File: src/rtl/bank_pkg.sv
package bank_pkg;

  // Control events decoded once in the top and shared by every channel slice.
  typedef struct packed {
    logic clr_evt;   // clear has just taken effect: empty both registers
    logic load_evt;  // load edge seen while clear inactive: copy staging to live
    logic imm_ok;    // load level low while clear inactive: writes go live at once
  } bank_ctl_t;

endpackage

File: src/rtl/sync_edge.sv
module sync_edge #(
  parameter int   STAGES  = 2,
  parameter logic RST_VAL = 1'b1
) (
  input  logic clk,
  input  logic rst_n,
  input  logic async_in,
  output logic lvl,
  output logic fell
);

  logic [STAGES-1:0] sh_q;
  logic [STAGES-1:0] sh_d;
  logic              prev_q;

  generate
    if (STAGES == 1) begin : g_single
      always_comb sh_d = async_in;
    end else begin : g_chain
      always_comb sh_d = {sh_q[STAGES-2:0], async_in};
    end
  endgenerate

  always_ff @(posedge clk or negedge rst_n) begin
    if (!rst_n) begin
      sh_q   <= {STAGES{RST_VAL}};
      prev_q <= RST_VAL;
    end else begin
      sh_q   <= sh_d;
      prev_q <= sh_q[STAGES-1];
    end
  end

  assign lvl  = sh_q[STAGES-1];
  assign fell = prev_q & ~sh_q[STAGES-1];

endmodule

File: src/rtl/wr_decode.sv
module wr_decode #(
  parameter int NCH        = 4,
  parameter int AW         = 3,
  parameter int CH_BASE    = 1,
  parameter int BCAST_ADDR = 5
) (
  input  logic           wr_en,
  input  logic [AW-1:0]  wr_addr,
  output logic [NCH-1:0] hit
);

  localparam logic [AW-1:0] BCAST = AW'(BCAST_ADDR);

  logic bcast_sel;
  assign bcast_sel = (wr_addr == BCAST);

  generate
    for (genvar k = 0; k < NCH; k++) begin : g_hit
      localparam logic [AW-1:0] MY_ADDR = AW'(CH_BASE + k);
      assign hit[k] = wr_en & ((wr_addr == MY_ADDR) | bcast_sel);
    end
  endgenerate

endmodule

File: src/rtl/chan_slice.sv
module chan_slice
  import bank_pkg::*;
#(
  parameter int DW = 12
) (
  input  logic          clk,
  input  logic          rst_n,
  input  bank_ctl_t     ctl,
  input  logic          wr_hit,
  input  logic [DW-1:0] wr_data,
  output logic [DW-1:0] code,
  output logic          upd
);

  logic [DW-1:0] in_q,  in_d;
  logic [DW-1:0] out_q, out_d;
  logic          upd_q, upd_d;
  logic          in_en, out_en;

  // Next-state: clear dominates; a load edge forwards a same-cycle write.
  always_comb begin
    in_en  = ctl.clr_evt | wr_hit;
    in_d   = ctl.clr_evt ? '0 : wr_data;
    out_en = ctl.clr_evt | ctl.load_evt | (wr_hit & ctl.imm_ok);
    if (ctl.clr_evt)  out_d = '0;
    else if (wr_hit)  out_d = wr_data;
    else              out_d = in_q;
    upd_d  = ~ctl.clr_evt & (ctl.load_evt | (wr_hit & ctl.imm_ok));
  end

  always_ff @(posedge clk or negedge rst_n) begin
    if (!rst_n) begin
      in_q  <= '0;
      out_q <= '0;
      upd_q <= 1'b0;
    end else begin
      if (in_en)  in_q  <= in_d;
      if (out_en) out_q <= out_d;
      upd_q <= upd_d;
    end
  end

  assign code = out_q;
  assign upd  = upd_q;

endmodule

File: src/rtl/chan_code_bank.sv
module chan_code_bank
  import bank_pkg::*;
#(
  parameter int NCH         = 4,
  parameter int DW          = 12,
  parameter int AW          = 3,
  parameter int CH_BASE     = 1,
  parameter int BCAST_ADDR  = 5,
  parameter int SYNC_STAGES = 2
) (
  input  logic              clk,
  input  logic              rst_n,
  input  logic              wr_en,
  input  logic [AW-1:0]     wr_addr,
  input  logic [DW-1:0]     wr_data,
  input  logic              load_n,
  input  logic              clear_n,
  output logic [NCH*DW-1:0] code_out,
  output logic [NCH-1:0]    upd_pulse
);

  logic           ld_s, ld_fall;
  logic           clr_s, clr_fall;
  logic [NCH-1:0] hit;
  bank_ctl_t      ctl;

  sync_edge #(.STAGES(SYNC_STAGES), .RST_VAL(1'b1)) u_ld_sync (
    .clk(clk), .rst_n(rst_n), .async_in(load_n), .lvl(ld_s), .fell(ld_fall)
  );

  sync_edge #(.STAGES(SYNC_STAGES), .RST_VAL(1'b1)) u_clr_sync (
    .clk(clk), .rst_n(rst_n), .async_in(clear_n), .lvl(clr_s), .fell(clr_fall)
  );

  wr_decode #(.NCH(NCH), .AW(AW), .CH_BASE(CH_BASE), .BCAST_ADDR(BCAST_ADDR)) u_dec (
    .wr_en(wr_en), .wr_addr(wr_addr), .hit(hit)
  );

  always_comb begin
    ctl.clr_evt  = clr_fall;
    ctl.load_evt = ld_fall & clr_s;
    ctl.imm_ok   = ~ld_s & clr_s;
  end

  generate
    for (genvar k = 0; k < NCH; k++) begin : g_ch
      chan_slice #(.DW(DW)) u_slice (
        .clk(clk), .rst_n(rst_n), .ctl(ctl), .wr_hit(hit[k]), .wr_data(wr_data),
        .code(code_out[k*DW +: DW]), .upd(upd_pulse[k])
      );
    end
  endgenerate

endmodule

File: config.mk
export PLATFORM = sky130hd
export DESIGN_NAME = chan_code_bank
export DESIGN_NICKNAME = d
export VERILOG_FILES = /design/src/rtl/bank_pkg.sv /design/src/rtl/sync_edge.sv /design/src/rtl/wr_decode.sv /design/src/rtl/chan_slice.sv /design/src/rtl/chan_code_bank.sv
export SDC_FILE = /design/constraint.sdc
export NUM_CORES = 1
export LEC_CHECK = 0
export ABC_CLOCK_PERIOD_IN_PS = 1400
export BUFFER_PORTS_ARGS = -buffer_cell sky130_fd_sc_hd__buf_2
export CAP_MARGIN = 15
export CORE_ASPECT_RATIO = 2
export CORE_UTILIZATION = 45
export DETAILED_ROUTE_END_ITERATION = 10
export PLACE_DENSITY = 0.64
export SYNTH_ARGS = -nofsm -noshare
export SYNTH_HDL_FRONTEND = slang
export SYNTH_SLANG_ARGS = --single-unit
export TNS_END_PERCENT = 20
File: constraint.sdc
create_clock -name clk -period 1.4 [get_ports clk]
set_input_delay 0.07 -clock clk [delete_from_list [all_inputs] [get_ports clk]]
set_output_delay 0.07 -clock clk [all_outputs]
set_load 0.01 [all_outputs]
==> results.py <==
metrics = {
    "run_status": {
        "status": "complete, but fails checks",
        "violations": "setup timing",
    },
    "critical_path": {
        "required_ns": 1.64,
        "critPathKind": "reg -> reg",
        "rr_worst_depth": 5,
        "worstPathMaxFanout": 6,
        "slowest_delay_ns": 0.59,
        "startpoint_type": "flip-flop",
        "crit_chain": "nand2b_4 > a311oi_4 > buf_6 > nor2_1 > a311oi_2",
        "path_buf_inv": 1,
        "slowest_stage": "dfstp_2",
        "arrival_ns": 1.85,
        "crit_family": "flip-flops",
        "crit_path_end_kind": "flip-flop",
        "cp.depth": 5,
    },
    "cells_and_area": {
        "n_antenna_cell": 0,
        "nNetsFinal": 575,
        "layout-drive-gt1-share_pct": 35.5,
        "area_growth_pct": 31.2,
        "finish.utilization_pct": 60.7,
        "final_cells": 695,
    },
    "placed_design": {
        "io_buffers": 71,
        "gp_congestion": 0.821,
        "dpl.cell_count": 665,
        "post-dp-hpwl_mm": 8.10,
        "post-place-ws_ns": -0.264,
    },
    "clock_network": {
        "cts_buffer_depth": 2,
        "clk_latency_ns": 0.34,
        "root_buffer": "clkbuf_16",
        "clk_pin_slew_ns": 0.07,
        "h-tree-depth": 3,
        "cts.sinks": 106,
        "numCtsBuffers": 9,
        "cts_tree": "done",
    },
    "global_route": {
        "grt_pass1_vias": 3701,
        "grt_usage_pct": 24.0,
        "antenna_found_initial": 0,
        "grt_pass1_wl_mm": 19.3,
        "grt_max_degree": 29,
        "overflow": 0,
    },
    "power_and_ir_drop": {
        "peakVddDrop_uv": 878,
        "p_leak_nw": 2.96,
        "total_power_mw": 7.63,
        "power_per_cell_area_mw_per_mm2": 1250,
    },
    "sta": {
        "rsz0062_at_grt": "yes",
        "clock_skew_ns": 0.00774,
        "tightest_slew_ns": 0.648,
        "fmax_ghz": 0.622,
        "period_share_pct": 115,
        "whs_ns": 0.0370,
        "hold_violations": 0,
        "min_period_ns": 1.61,
        "setup_viol": 50,
        "worst_slack_ns": -0.209,
        "slew_violations": 0,
        "slew_headroom_pct": 56.6,
    },
    "synth": {
        "async_flop_share_pct": 100,
        "yosysWarnings": 0,
        "synthCells": 463,
        "synth_edf_count": 0,
        "synthesis.area_mm2": 0.00467,
        "postSynthAreaPerCell_um2": 10.1,
        "ys_ff_latch": 106,
        "ys_types": 38,
        "synth_fp_nets": 483,
        "synthFlopType": "dfrtp_1",
        "ys_seq_area_share_pct": 57.0,
    },
    "floorplan": {
        "initial_utilization_pct": 46.3,
        "die_w_um": 74.0,
        "core_area_mm2": 0.0101,
        "dieArea_mm2": 0.0108,
        "fp.dieH_um": 146,
        "ios": 72,
        "placementRows": 52,
    },
    "route": {
        "num_vias": 3879,
        "via_per_inst": 5.58,
        "wirelength_mm": 12.9,
        "final_antenna_net_count": 0,
        "drc": 0,
        "detail_route.first_pass.iterations": 4,
        "wire_per_inst_um": 18.6,
        "drt_iter0_drc": 255,
    },
    "flow_run": {
        "drv_cap": 0,
    },
    "worst_hold_path": {
        "whs_path_depth": 3,
        "min_path_type": "in -> reg",
    },
}
[tightest hold or removal path: stages]
cell and delay, ns:
buf_2 0.16, nand2_2 0.06, o21ai_1 0.05
[final cells by class]
class                           count  area [µm²]
Clock buffer                       10         229
Clock inverter                      6         105
Fill cell                         848        3960
Inverter                            1        6.26
Multi-Input combinational cell    315        2000
Sequential cell                   106        2660
Tap cell                          135         169
Timing Repair Buffer              122         953
[cells in the mapped netlist, drive strengths merged, types with 2 or more instances]
master,number,area share (%)
a311oi,26,5.1
a21oi,48,5.2
clkbuf,22,1.8
and3b,2,0.40
nor2,40,3.3
and3,22,3.2
a21boi,3,0.48
nor2b,2,0.27
dfstp,6,3.4
a211o,11,2.1
nor3b,13,2.2
dfrtp,100,54
and2,2,0.27
mux2i,13,2.8
o21ai,36,3.9
buf,19,2.9
nand2b,2,0.27
nand2,86,6.9
nand3b,2,0.67
[sequential cells by signal (all words and copies together), names as in the netlist]
register           cells
u_clr_sync.sh_q        2
g_ch.u_slice.in_q     48
g_ch.u_slice.code     48
u_ld_sync.sh_q         2
u_clr_sync.prev_q      1
g_ch.u_slice.upd       4
u_ld_sync.prev_q       1
[per-layer routing]
metal  part of all wire [%]  vias to the layer above  global-route usage (%)
li1                       -                     1804                       -
met1                     41                     1934                    30.5
met2                     52                      119                    39.9
met3                    4.3                       22                    4.00
met4                    2.7                        0                    9.23
met5                      0                        -                       0
[path summary, 6_finish.rpt]
kind	from	to	slack, ns
max	u_clr_sync.prev_q	g_ch[0].u_slice.code[5]	-0.21
min	wr_data[10]	g_ch[2].u_slice.code[10]	0.04
max reg2reg	u_clr_sync.prev_q	g_ch[0].u_slice.code[5]	-0.21
min reg2reg	u_ld_sync.sh_q[0]	u_ld_sync.sh_q[1]	0.39
max in group asynchronous	rst_n	u_clr_sync.sh_q[1]	0.62
min in group asynchronous	rst_n	g_ch[3].u_slice.code[0]	0.18
[through the flow]
stage / TNS (ns) / cell area (µm²)
finish: -6.07 / 6130
global route: -8.34 / 6130
CTS: -5.26 / 5810
detailed placement: -6.20 / 5360
global placement: -3.97 / 5360
floorplan: -2.87 / 4700
[where the power goes]
group          total (mW)  internal [mW]  switching [mW]
clock network        2.85           1.74            1.11
logic                1.26          0.555           0.701
registers            3.53           3.36           0.167
[cells by family (layout without fill, tap and decap cells)]
family / count (synthesis) / after routing / synth area share [%]
flops: 106 / 106 / 57.0
mux: 13 / 13 / 2.79
compound gates: 129 / 129 / 17.6
buf+inv: 42 / 139 / 4.74
xor+xnor: 1 / 1 / 0.188
simple gates: 172 / 172 / 17.7
[timing repair]
item                       CTS  global route
buffers inserted             0             6
pin swaps                   13            30
hold endpoints to repair    78             0
hold buffers                 3             0
setup endpoints to repair   62            74
resized for setup           20            67
cloned                       1             4
[placed cells by master (no fill, tap or decap), drive strengths merged, types with 2 or more instances in the layout]
master,n
nor3b,13
and2,2
dfstp,6
nand2b,2
a21oi,48
nand3b,2
dlygate4sd3,3
nor2,40
clkinv,3
o21ai,36
mux2i,13
a21boi,3
nand2,86
bufinv,3
nor2b,2
a311oi,26
buf,117
clkbuf,12
dfrtp,100
and3b,2
a211o,11
and3,22
Power figures use the tool's default switching activity.
